<file path="src/rtl/seg_dec_pkg.sv">
package seg_dec_pkg;

  localparam int unsigned VA_W = 64;

  typedef enum logic [1:0] {
    CLS_DIRECT = 2'b00,
    CLS_TLB    = 2'b01,
    CLS_ERROR  = 2'b10
  } seg_class_e;

  typedef enum logic [1:0] {
    RING_KERNEL = 2'b00,
    RING_SUPER  = 2'b01,
    RING_USER   = 2'b10,
    RING_RSVD   = 2'b11
  } ring_e;

  typedef struct packed {
    ring_e ring;
    logic  wide;
  } mode_t;

endpackage

</file>
<file path="src/rtl/seg_rst_sync.sv">
module seg_rst_sync #(
  parameter int unsigned STAGES = 2
) (
  input  logic clk_i,
  input  logic rst_ni,
  output logic rst_no
);

  logic [STAGES-1:0] sync_q;

  generate
    if (STAGES == 1) begin : g_single
      always_ff @(posedge clk_i or negedge rst_ni) begin
        if (!rst_ni) sync_q <= 1'b0;
        else         sync_q <= 1'b1;
      end
    end else begin : g_chain
      always_ff @(posedge clk_i or negedge rst_ni) begin
        if (!rst_ni) sync_q <= '0;
        else         sync_q <= {sync_q[STAGES-2:0], 1'b1};
      end
    end
  endgenerate

  assign rst_no = sync_q[STAGES-1];

endmodule

</file>
<file path="src/rtl/seg_priv_derive.sv">
module seg_priv_derive
  import seg_dec_pkg::*;
(
  input  logic [1:0] ring_field_i,
  input  logic       exc_lvl_i,
  input  logic       err_lvl_i,
  input  logic       wide_user_i,
  input  logic       wide_super_i,
  input  logic       wide_kern_i,
  output mode_t      mode_o
);

  ring_e eff_ring;
  logic  eff_wide;

  always_comb begin
    eff_ring = ring_e'(ring_field_i);
    if (exc_lvl_i || err_lvl_i) eff_ring = RING_KERNEL;
    unique case (eff_ring)
      RING_KERNEL: eff_wide = wide_kern_i;
      RING_SUPER:  eff_wide = wide_super_i;
      default:     eff_wide = wide_user_i;
    endcase
  end

  assign mode_o = '{ring: eff_ring, wide: eff_wide};

endmodule

</file>
<file path="src/rtl/seg_range_classify.sv">
module seg_range_classify
  import seg_dec_pkg::*;
#(
  parameter int unsigned PA_W       = 44,
  parameter int unsigned PHYS_WIN_W = 44,
  parameter int unsigned KSEG_W     = 29
) (
  input  logic [VA_W-1:0] vaddr_i,
  input  ring_e           ring_i,
  output seg_class_e      cls_o,
  output logic [PA_W-1:0] paddr_o
);

  localparam int unsigned HALF_W = VA_W / 2;
  localparam int unsigned KWIN_W = VA_W - 30;

  logic [VA_W-1:0] ext_addr;
  logic            in_phys_win;
  logic            in_low_user;
  logic            in_kern_win;
  logic            is_kernel;

  always_comb begin
    ext_addr = vaddr_i;
    if (vaddr_i[VA_W-1:HALF_W] == '0 && vaddr_i[HALF_W-1])
      ext_addr[VA_W-1:HALF_W] = '1;
  end

  assign in_phys_win = (vaddr_i[VA_W-1:VA_W-2] == 2'b10);
  assign in_low_user = (vaddr_i[VA_W-1:31] == '0);
  assign in_kern_win = (ext_addr[VA_W-1:30] == {{(KWIN_W-2){1'b1}}, 2'b10});
  assign is_kernel   = (ring_i == RING_KERNEL);

  always_comb begin
    cls_o   = CLS_ERROR;
    paddr_o = '0;
    if (in_phys_win) begin
      cls_o                     = CLS_DIRECT;
      paddr_o[PHYS_WIN_W-1:0]   = vaddr_i[PHYS_WIN_W-1:0];
    end else if (in_low_user) begin
      cls_o = CLS_TLB;
    end else if (is_kernel && in_kern_win) begin
      cls_o                 = CLS_DIRECT;
      paddr_o[KSEG_W-1:0]   = ext_addr[KSEG_W-1:0];
    end else if (is_kernel) begin
      cls_o = CLS_TLB;
    end else begin
      cls_o = CLS_ERROR;
    end
  end

endmodule

</file>
<file path="src/rtl/seg_decoder.sv">
module seg_decoder
  import seg_dec_pkg::*;
#(
  parameter int unsigned PA_W       = 44,
  parameter int unsigned PHYS_WIN_W = 44,
  parameter int unsigned KSEG_W     = 29,
  parameter int unsigned RST_STAGES = 2
) (
  input  logic            clk_i,
  input  logic            rst_ni,
  input  logic [63:0]     vaddr_i,
  input  logic [1:0]      ring_i,
  input  logic            exc_lvl_i,
  input  logic            err_lvl_i,
  input  logic            wide_user_i,
  input  logic            wide_super_i,
  input  logic            wide_kern_i,
  output logic [1:0]      cls_o,
  output logic [PA_W-1:0] paddr_o,
  output logic [1:0]      ring_o,
  output logic            wide_o
);

  logic            rst_sync_n;
  mode_t           mode_d;
  seg_class_e      cls_d;
  logic [PA_W-1:0] paddr_d;

  seg_class_e      cls_q;
  logic [PA_W-1:0] paddr_q;
  mode_t           mode_q;

  seg_rst_sync #(.STAGES(RST_STAGES)) i_rst_sync (
    .clk_i  (clk_i),
    .rst_ni (rst_ni),
    .rst_no (rst_sync_n)
  );

  seg_priv_derive i_priv (
    .ring_field_i (ring_i),
    .exc_lvl_i    (exc_lvl_i),
    .err_lvl_i    (err_lvl_i),
    .wide_user_i  (wide_user_i),
    .wide_super_i (wide_super_i),
    .wide_kern_i  (wide_kern_i),
    .mode_o       (mode_d)
  );

  seg_range_classify #(
    .PA_W       (PA_W),
    .PHYS_WIN_W (PHYS_WIN_W),
    .KSEG_W     (KSEG_W)
  ) i_classify (
    .vaddr_i (vaddr_i),
    .ring_i  (mode_d.ring),
    .cls_o   (cls_d),
    .paddr_o (paddr_d)
  );

  always_ff @(posedge clk_i or negedge rst_sync_n) begin
    if (!rst_sync_n) begin
      cls_q   <= CLS_ERROR;
      paddr_q <= '0;
      mode_q  <= '{ring: RING_KERNEL, wide: 1'b0};
    end else begin
      cls_q   <= cls_d;
      paddr_q <= paddr_d;
      mode_q  <= mode_d;
    end
  end

  assign cls_o   = cls_q;
  assign paddr_o = paddr_q;
  assign ring_o  = mode_q.ring;
  assign wide_o  = mode_q.wide;

  AST_LEVEL_FORCES_KERNEL: assert property (@(posedge clk_i) disable iff (!rst_sync_n)
    $past(rst_sync_n) && $past(exc_lvl_i || err_lvl_i) |-> ring_o == 2'b00);
  AST_PHYS_WIN_DIRECT: assert property (@(posedge clk_i) disable iff (!rst_sync_n)
    $past(rst_sync_n) && $past(vaddr_i[63:62] == 2'b10)
      |-> cls_o == 2'b00 && paddr_o[PHYS_WIN_W-1:0] == $past(vaddr_i[PHYS_WIN_W-1:0]));
  AST_LOW_RANGE_TLB: assert property (@(posedge clk_i) disable iff (!rst_sync_n)
    $past(rst_sync_n) && $past(vaddr_i <= 64'h7FFF_FFFF) |-> cls_o == 2'b01);
  AST_KSEG_PA_NARROW: assert property (@(posedge clk_i) disable iff (!rst_sync_n)
    $past(rst_sync_n) && cls_o == 2'b00 && $past(vaddr_i[63:62] != 2'b10)
      |-> (paddr_o >> KSEG_W) == '0);
  AST_ERROR_NOT_KERNEL: assert property (@(posedge clk_i) disable iff (!rst_sync_n)
    $past(rst_sync_n) && cls_o == 2'b10 |-> ring_o != 2'b00);
  AST_CLASS_LEGAL: assert property (@(posedge clk_i) disable iff (!rst_sync_n)
    cls_o != 2'b11);
  AST_PA_ZERO_OFF_DIRECT: assert property (@(posedge clk_i) disable iff (!rst_sync_n)
    cls_o != 2'b00 |-> paddr_o == '0);

endmodule

</file>
<file path="config.mk">
export PLATFORM = sky130hd
export DESIGN_NAME = seg_decoder
export DESIGN_NICKNAME = d
export VERILOG_FILES = /design/src/rtl/seg_dec_pkg.sv /design/src/rtl/seg_rst_sync.sv /design/src/rtl/seg_priv_derive.sv /design/src/rtl/seg_range_classify.sv /design/src/rtl/seg_decoder.sv
export SDC_FILE = /design/constraint.sdc
export NUM_CORES = 1
export LEC_CHECK = 0
export ABC_AREA = 1
export CORE_MARGIN = 5
export CORE_UTILIZATION = 40
export CTS_CLUSTER_DIAMETER = 150
export DETAILED_ROUTE_END_ITERATION = 10
export PLACE_DENSITY = 0.85
export SYNTH_ARGS = -nofsm -noshare
export SYNTH_HDL_FRONTEND = slang
export SYNTH_HIERARCHICAL = 1
export SYNTH_SLANG_ARGS = --single-unit
</file>
<file path="constraint.sdc">
create_clock -name clk_i -period 4.45 [get_ports clk_i]
set_input_delay 0.89 -clock clk_i [delete_from_list [all_inputs] [get_ports clk_i]]
set_output_delay 0.89 -clock clk_i [all_outputs]
set_load 0.01 [all_outputs]
</file>
=== Word level (Yosys, flattened, before mapping) ===
Cells that the tools add are included.

* Flip-flop bits (word level): 51
* Output and inout bits: 49

* Reductions and logical operators: 6
* Equal/unequal tests: 3
* Multiplexer cells: 11

{| class="wikitable"
|+ Operators by type and width
! kind !! number
|-
| 2-to-1 mux 29 bit || 3
|-
| equality test 34 bit, second input constant || 1
|-
| logical NOT 33 bit || 1
|-
| logical NOT 32 bit || 1
|-
| 2-to-1 mux 32 bit || 1
|-
| 2-to-1 mux 15 bit || 1
|-
| 2-to-1 mux 2 bit || 5
|-
| equality test 2 x 1 -> 1 bit, second input constant || 1
|-
| equality test 2 bit, second input constant || 1
|-
| logical AND 1 bit || 2
|-
| logical NOT 2 bit || 1
|-
| one-hot mux 1 bit (2 select lines) || 1
|-
| logical OR 1 bit || 1
|}

=== Longest topological paths before layout ===
Gate-level depths: netlist of the first run.

* Depth after elaboration: 8
* Mapped depth: 10

=== Hierarchy ===
Netlist of the first run, hierarchy kept.

{| class="wikitable"
|+ By module, submodules not included
! module !! area an instance (um2) !! times used !! sequential area each (um2) !! cells each
|-
| seg_decoder || 1,227.4 || 1 || 1,227.4 || 49
|-
| seg_range_classify || 769.5 || 1 || 0.0 || 176
|-
| seg_priv_derive || 55.1 || 1 || 0.0 || 10
|-
| seg_rst_sync || 53.8 || 1 || 50.0 || 3
|}

=== Worst setup path before layout of the first run ===
No wires, ideal clock.

* Path type: input -> register
* Start point: input vaddr_i[40]
* End point: register paddr_q[22] (netlist: paddr_o[22])
* Setup time: 0.137 ns
* Arrival: 1.796 ns
* Slack: 2.517 ns
* Cell stages on the path: 10
* Path through: nor2_1 nand2_1 nor2_1 nand3_1 nor2_2 nor2_1 nand3_2 buf_6 buf_6 a21oi_2

* Word-level cells in the longest chain between the ends: 8
* Elaborated cells between the ends (all ways): 9
* Classes of those cells: 1 x eq/ne; 4 x mux; 4 x reduce/logical

{| class="wikitable"
|+ Ends and longest elaborated chain
! element !! RTL line !! text
|-
| start, declared || seg_decoder.sv:11 || <nowiki>input logic [63:0] vaddr_i,</nowiki>
|-
| logical NOT 32 bit || seg_range_classify.sv:25 || <nowiki>if (vaddr_i[VA_W-1:HALF_W] == '0 && vaddr_i[HALF_W-1])</nowiki>
|-
| logical AND 1 bit || seg_range_classify.sv:25 ||
|-
| 2-to-1 mux 32 bit || seg_range_classify.sv:25 ||
|-
| equality test 34 bit || seg_range_classify.sv:31 || <nowiki>assign in_kern_win = (ext_addr[VA_W-1:30] == {{(KWIN_W-2){1'b1}}, 2'b10});</nowiki>
|-
| logical AND 1 bit || seg_range_classify.sv:42 || <nowiki>end else if (is_kernel && in_kern_win) begin</nowiki>
|-
| 2-to-1 mux 29 bit || seg_range_classify.sv:42 ||
|-
| 2-to-1 mux 29 bit * || seg_range_classify.sv:40 || <nowiki>end else if (in_low_user) begin</nowiki>
|-
| 2-to-1 mux 29 bit * || seg_range_classify.sv:37 || <nowiki>if (in_phys_win) begin</nowiki>
|-
| net paddr_d[22] || seg_decoder.sv:27 || <nowiki>logic [PA_W-1:0] paddr_d;</nowiki>
|-
| end signal, assigned || seg_decoder.sv:67 || <nowiki>paddr_q <= paddr_d;</nowiki>
|-
| end, declared || seg_decoder.sv:30 || <nowiki>logic [PA_W-1:0] paddr_q;</nowiki>
|}

Mark *: on every way through the listed nets, which the timed path passes. The rest lies on a longest branch.

=== Worst setup path in the final report of the first run ===
* Start point: input vaddr_i[62]
* End point: register paddr_q[2] (netlist: paddr_o[2])

* Word-level cells in the longest chain between the ends: 8
* Elaborated cells between the ends (all ways): 10
* Classes of those cells: 2 x eq/ne; 4 x mux; 4 x reduce/logical

{| class="wikitable"
|+ Ends and longest elaborated chain
! element !! RTL line
|-
| logical NOT 32 bit || seg_range_classify.sv:25
|-
| logical AND 1 bit || seg_range_classify.sv:25
|-
| 2-to-1 mux 32 bit || seg_range_classify.sv:25
|-
| equality test 34 bit || seg_range_classify.sv:31
|-
| logical AND 1 bit || seg_range_classify.sv:42
|-
| 2-to-1 mux 29 bit || seg_range_classify.sv:42
|-
| 2-to-1 mux 29 bit || seg_range_classify.sv:40
|-
| 2-to-1 mux 29 bit * || seg_range_classify.sv:37
|-
| net paddr_d[2] || seg_decoder.sv:27
|}

Marks and branches as above.

==> impl_metrics.env, run 1 <==
export IMPL_max_freq_mhz=386.7
export IMPL_p_leak_nw=1.639
export IMPL_initial_core_util_pct=41.23
export IMPL_vias=1881
export IMPL_slew_headroom_pct=31.69
export IMPL_grt_pass1_wl_microns=8142
export IMPL_setup_tns_ns=0
export IMPL_critPathKind="input port to flip-flop"
export IMPL_reg2reg_from="i_rst_sync/sync_q[1]"
export IMPL_synth_area_sq_mm=0.002106
export IMPL_finalSetupViolations=0
export IMPL_grt_max_degree=50
export IMPL_fin_skew_ns=0.007006
export IMPL_finalCritPeriodShare_pct=58.12
export IMPL_drc=0
export IMPL_dp_slack_ns=1.537
export IMPL_finalHoldViolCount=0
export IMPL_antenna_left=0
export IMPL_critical_path_startpoint="vaddr_i[62]"
export IMPL_clock_sinks=51
export IMPL_worst_pin_slew_ns=1.025
export IMPL_hold_start="i_rst_sync/sync_q[0]"
export IMPL_coreArea_sq_mm=0.005107
export IMPL_ys_seq_area_share_pct=60.67
export IMPL_max_vdd_ir_drop_mv=0.1626
export IMPL_finalCriticalPeriod_ns=2.586
export IMPL_worstPathCellList="clkdlybuf4s50_1, nor2_1, nand2_1, nor2_1, nand4_1, nand2_2, nand3_2, a21oi_1"
export IMPL_maxSlewViolCount=0
export IMPL_gp_congestion=0.6827
export IMPL_r2r_slack_ns=3.36
export IMPL_crit_required_ns=4.65
export IMPL_pin_count=122
export IMPL_final_common_cell="clkdlybuf4s50_1"
export IMPL_min_path_cells=0
export IMPL_gr_total_overflow=0
export IMPL_clock_path_buffers=2
export IMPL_fp_dieH_microns=82.56
export IMPL_rsz0062_at_grt="false"
export IMPL_firstDrtPassIters=4
export IMPL_final_area_sq_mm=0.003462
export IMPL_ys_seq_elements=51
export IMPL_fin_nets=432
export IMPL_n_antenna_cell=0
export IMPL_row_count=26
export IMPL_cts_tree="yes"
export IMPL_crit_path_top_delay_cell="nand3_2"
export IMPL_cpPeakStageDelay_ns=0.54
export IMPL_die_w_microns=82.56
export IMPL_clk_latency_ns=0.29
export IMPL_dpl_cell_area_sq_mm=0.003363
export IMPL_cts_hold_buf=0
export IMPL_yosysWarnings=6
export IMPL_portBuffers=121
export IMPL_crit_path_start_kind="input port"
export IMPL_ff2ff_path_depth=0
export IMPL_min_path_type="flip-flop to flip-flop"
export IMPL_viasPerCell=4.374
export IMPL_netlist_instances=238
export IMPL_cp_arrival_ns=2.79
export IMPL_yosys_area_top_type="dfrtp_1"
export IMPL_postCtsSetupBuffers=0
export IMPL_syn_num_nets=311
export IMPL_synth_top_cell_area_share_pct=59.42
export IMPL_routedWlPerCell_microns=12.34
export IMPL_grt_pass1_vias=1827
export IMPL_p_per_area_mw_per_mm2=266.8
export IMPL_dp_hpwl_microns=4269
export IMPL_grt_use_total_pct=15.71
export IMPL_drive_gt1_share_pct=6.944
export IMPL_wirelength_microns=5307
export IMPL_layout_common_cells="121 x clkdlybuf4s50_1, 51 x nor2_1, 49 x dfrtp_1"
export IMPL_area_growth_pct=64.41
export IMPL_status="finished clean"
export IMPL_die_area_sq_mm=0.006815
export IMPL_cp_max_fo=29
export IMPL_clk_root_buffer_cell="clkbuf_8"
export IMPL_cts_resized=0
export IMPL_synth_avg_cell_area_sq_um=8.848
export IMPL_synth_area_leaders="dfrtp_1 59%, nor2_1 9.1%, inv_1 8.6%, nand2_1 6.1%, a21oi_1 4.8%"
export IMPL_cts_clk_slew_worst_paths_ns=0.09
export IMPL_endpoint_kind="flip-flop"
export IMPL_fin_ws_ns=1.864
export IMPL_htreeDepth=2
export IMPL_yosysUniqueCellTypes=21
export IMPL_max_cap_violations=0
export IMPL_cts_buffers=5
export IMPL_antenna_found_initial=0
export IMPL_cp_common_cell="nor2_1"
export IMPL_drt_iter0_markers=104
-- state kept, by name, summed over array words and instances, names as in the netlist --
name and flops:
i_rst_sync/sync_q 2, cls_o 2, paddr_o 44, ring_o 2, wide_o 1
-- synth_stat cells --
cell / count
a21oi_2: 10
nand2_1: 34
o21ai_1: 1
clkinv_1: 1
nand3_2: 1
nor2_1: 51
inv_1: 48
dfrtp_1: 50
nor3_1: 2
dfstp_2: 1
a21oi_1: 20
buf_6: 2
nand4_1: 2
nand2_2: 1
conb_1: 1
nand3_1: 4
buf_4: 1
nor3b_1: 1
clkbuf_1: 4
buf_2: 1
nor2_2: 2
-- per-layer routing --
layer	up-vias	GRT usage, %	routed length, microns
li1	945	-	-
met1	856	17.92	1959
met2	74	28.61	2795
met3	6	4.013	483
met4	0	4.902	70
met5	-	0	0
-- layout make-up --
type	instances	area, sq um
Fill cell	405	1645
Sequential cell	51	1279
Timing Repair Buffer	122	1219
Multi-Input combinational cell	130	594.3
Inverter	49	183.9
Tap cell	70	87.58
Clock buffer	6	82.58
Clock inverter	2	16.27
-- where the power goes --
group	total, mW	switching [mW]	internal (mW)
logic	0.159	0.0590	0.100
clock network	0.270	0.143	0.127
registers	0.495	0.0126	0.482
total	0.924	0.214	0.709
-- worst max-delay path: cells and delay by family --
family / cells / cell delay [ns]
AND/OR/NAND/NOR: 6 / 1.09
buffers and inverters: 1 / 0.46
AO/OA/AOI/OAI: 1 / 0.33
-- logic make-up after synthesis --
kind of cell	Yosys count	share of synthesized area, %
and+or+nand+nor	98	18.89
buffers and inverters	57	11.11
DFF	51	60.67
AOI/OAI and AO/OA	31	9.150
other	1	0.1781
-- final timing paths --
path / endpoint
setup / recovery: paddr_o[2]
hold / removal: i_rst_sync/sync_q[1]
setup reg to reg: paddr_o[20]
hold reg to reg: i_rst_sync/sync_q[1]
max in group asynchronous: paddr_o[20]
min in group asynchronous: paddr_o[13]
-- metrics by stage --
| stage | instances | hold WS (ns) | util (%) | power (mW) |
|---|---|---|---|---|
| after floorplan | 238 | 0.3312 | - | 0.5498 |
| after global placement | 422 | 0.3374 | 65.85 | 0.6617 |
| after detailed placement | 422 | 0.3483 | 65.85 | 0.6660 |
| after CTS | 430 | 0.3697 | 67.79 | 0.9356 |
| after global routing | 430 | 0.3827 | 67.79 | 0.9823 |
| final | 430 | 0.3645 | 67.79 | 0.9236 |
No activity file was read; power rests on OpenSTA's default activity.
==> inputs of run 2 (changes only) <==
--- a/config.mk
+++ b/config.mk
@@ -7,10 +7,10 @@
 export LEC_CHECK = 0
 export ABC_AREA = 1
 export CORE_MARGIN = 5
-export CORE_UTILIZATION = 40
+export CORE_UTILIZATION = 38
 export CTS_CLUSTER_DIAMETER = 150
 export DETAILED_ROUTE_END_ITERATION = 10
-export PLACE_DENSITY = 0.85
+export PLACE_DENSITY = 0.81
 export SYNTH_ARGS = -nofsm -noshare
 export SYNTH_HDL_FRONTEND = slang
 export SYNTH_HIERARCHICAL = 1
==> constraint.sdc (replaced) <==
create_clock -name clk_i -period 2.5 [get_ports clk_i]
set_input_delay 0.5 -clock clk_i [delete_from_list [all_inputs] [get_ports clk_i]]
set_output_delay 0.5 -clock clk_i [all_outputs]
set_load 0.01 [all_outputs]
==> run 2 against run 1 <==
Net effect:
- non-clock buffer count up 1
- global-route usage decreased by 1.6 points
- critical path depth is 7 lower
- hold slack worse by 0.0053 ns
- clock power up 84%
- critical path type is now flip-flop to output port
- largest cell class unchanged
==> impl_metrics.env, run 2 (synthesis results as in run 1) <==
export IMPL_status="finished clean"
export IMPL_die_area_sq_mm=0.007130
export IMPL_cp_arrival_ns=1.35
export IMPL_gp_congestion=0.7232
export IMPL_max_freq_mhz=540.3
export IMPL_htreeDepth=2
export IMPL_fp_dieH_microns=84.44
export IMPL_final_common_cell="clkdlybuf4s50_1"
export IMPL_clock_sinks=51
export IMPL_whs_ns=0.3592
export IMPL_crit_path_start_kind="flip-flop"
export IMPL_finalHoldViolCount=0
export IMPL_drc=0
export IMPL_fin_nets=433
export IMPL_cpPeakStageDelay_ns=0.54
export IMPL_cp_max_fo=1
export IMPL_crit_required_ns=2.00
export IMPL_finalCritPeriodShare_pct=74.04
export IMPL_wirelength_microns=5096
export IMPL_die_w_microns=84.44
export IMPL_maxSlewViolCount=0
export IMPL_max_cap_violations=0
export IMPL_clock_path_buffers=2
export IMPL_layout_common_cells="121 x clkdlybuf4s50_1, 51 x nor2_1, 49 x dfrtp_1"
export IMPL_wl_met1_microns=1979
export IMPL_rsz0062_at_grt="false"
export IMPL_row_count=27
export IMPL_grt_pass1_vias=1752
export IMPL_fin_ws_ns=0.6491
export IMPL_final_core_util_pct=64.39
export IMPL_coreArea_sq_mm=0.005439
export IMPL_grt_max_degree=50
export IMPL_grt_pass1_wl_microns=8148
export IMPL_initial_core_util_pct=38.72
export IMPL_p_leak_nw=1.659
export IMPL_vias=1833
export IMPL_pin_count=122
export IMPL_crit_path_top_delay_cell="clkdlybuf4s50_1"
export IMPL_dp_slack_ns=0.3818
export IMPL_clk_root_buffer_cell="clkbuf_8"
export IMPL_viasPerCell=4.233
export IMPL_wl_met2_microns=2707
export IMPL_worstPathCellList="clkdlybuf4s50_1"
export IMPL_endpoint_kind="output port"
export IMPL_cts_tree="yes"
export IMPL_wl_met3_microns=382
export IMPL_n_antenna_cell=0
export IMPL_routedWlPerCell_microns=11.77
export IMPL_critPathKind="flip-flop to output port"
export IMPL_worst_path_buf_inv=1
export IMPL_drive_gt1_share_pct=7.202
export IMPL_portBuffers=121
export IMPL_r2r_slack_ns=1.41
export IMPL_finalSetupViolations=0
export IMPL_max_vdd_ir_drop_mv=0.2465
export IMPL_largest_reg_flops=44
export IMPL_finalCriticalPeriod_ns=1.851
export IMPL_area_growth_pct=66.31
export IMPL_postCtsSetupBuffers=0
export IMPL_min_path_type="input port to async pin"
export IMPL_p_per_area_mw_per_mm2=474.9
export IMPL_grt_use_total_pct=14.14
export IMPL_drt_iter0_markers=81
export IMPL_antenna_found_initial=0
export IMPL_fin_skew_ns=0.003162
export IMPL_num_fill_cells=497
export IMPL_cts_buffers=5
export IMPL_cts_hold_buf=0
export IMPL_antenna_left=0
export IMPL_dp_hpwl_microns=4134
export IMPL_cts_clk_slew_worst_paths_ns=0.08
export IMPL_cts_resized=0
export IMPL_worst_pin_slew_ns=1.023
export IMPL_gr_total_overflow=0
export IMPL_slew_headroom_pct=31.77
export IMPL_setup_tns_ns=0
export IMPL_firstDrtPassIters=4
export IMPL_dr_max_layer_used="met4"
export IMPL_clk_latency_ns=0.29
export IMPL_cpLargestDelayFamily="buffers and inverters"
## run 2: report_power, final
part,internal [mW],switching (mW),leakage [nW]
sequential,0.858,0.0224,0.675
clock,0.252,0.246,0.0505
combinational,0.181,0.104,0.934
## run 2: path summary, 6_finish.rpt
path,startpoint,to,cells past startpoint
min in group clk_i,i_rst_sync/sync_q[0],i_rst_sync/sync_q[1],0
worst min-delay path,rst_ni,i_rst_sync/sync_q[1],1
worst max register to register,i_rst_sync/sync_q[1],paddr_o[38],0
max in group asynchronous,i_rst_sync/sync_q[1],paddr_o[38],0
worst min register to register,i_rst_sync/sync_q[0],i_rst_sync/sync_q[1],0
worst max-delay path,cls_o[1],cls_o[1],1
## run 2: cell type report
| cell class | instances | area [sq um] | share of cell area [%] |
|---|---|---|---|
| multi-input cells | 130 | 594.3 | 16.97 |
| inverters | 49 | 183.9 | 5.252 |
| clock buffers | 7 | 96.34 | 2.751 |
| repair buffers | 123 | 1251 | 35.73 |
| clock inverters | 1 | 7.507 | 0.2144 |
| flip-flops and latches | 51 | 1279 | 36.51 |
| well taps | 72 | 90.09 | 2.572 |
## run 2: stage by stage
stage / area, sq um / total power, mW / instances
after floorplan: 2106 / 0.9787 / 238
after global placement: 3398 / 1.181 / 425
after detailed placement: 3398 / 1.186 / 425
after CTS: 3502 / 1.686 / 433
after global routing: 3502 / 1.753 / 433
final: 3502 / 1.663 / 433
## run 2: routing by layer
layer	up-vias	global-route usage [%]
met5	-	0
met4	0	3.885
met3	2	2.944
met2	75	26.61
met1	806	16.14
li1	950	-
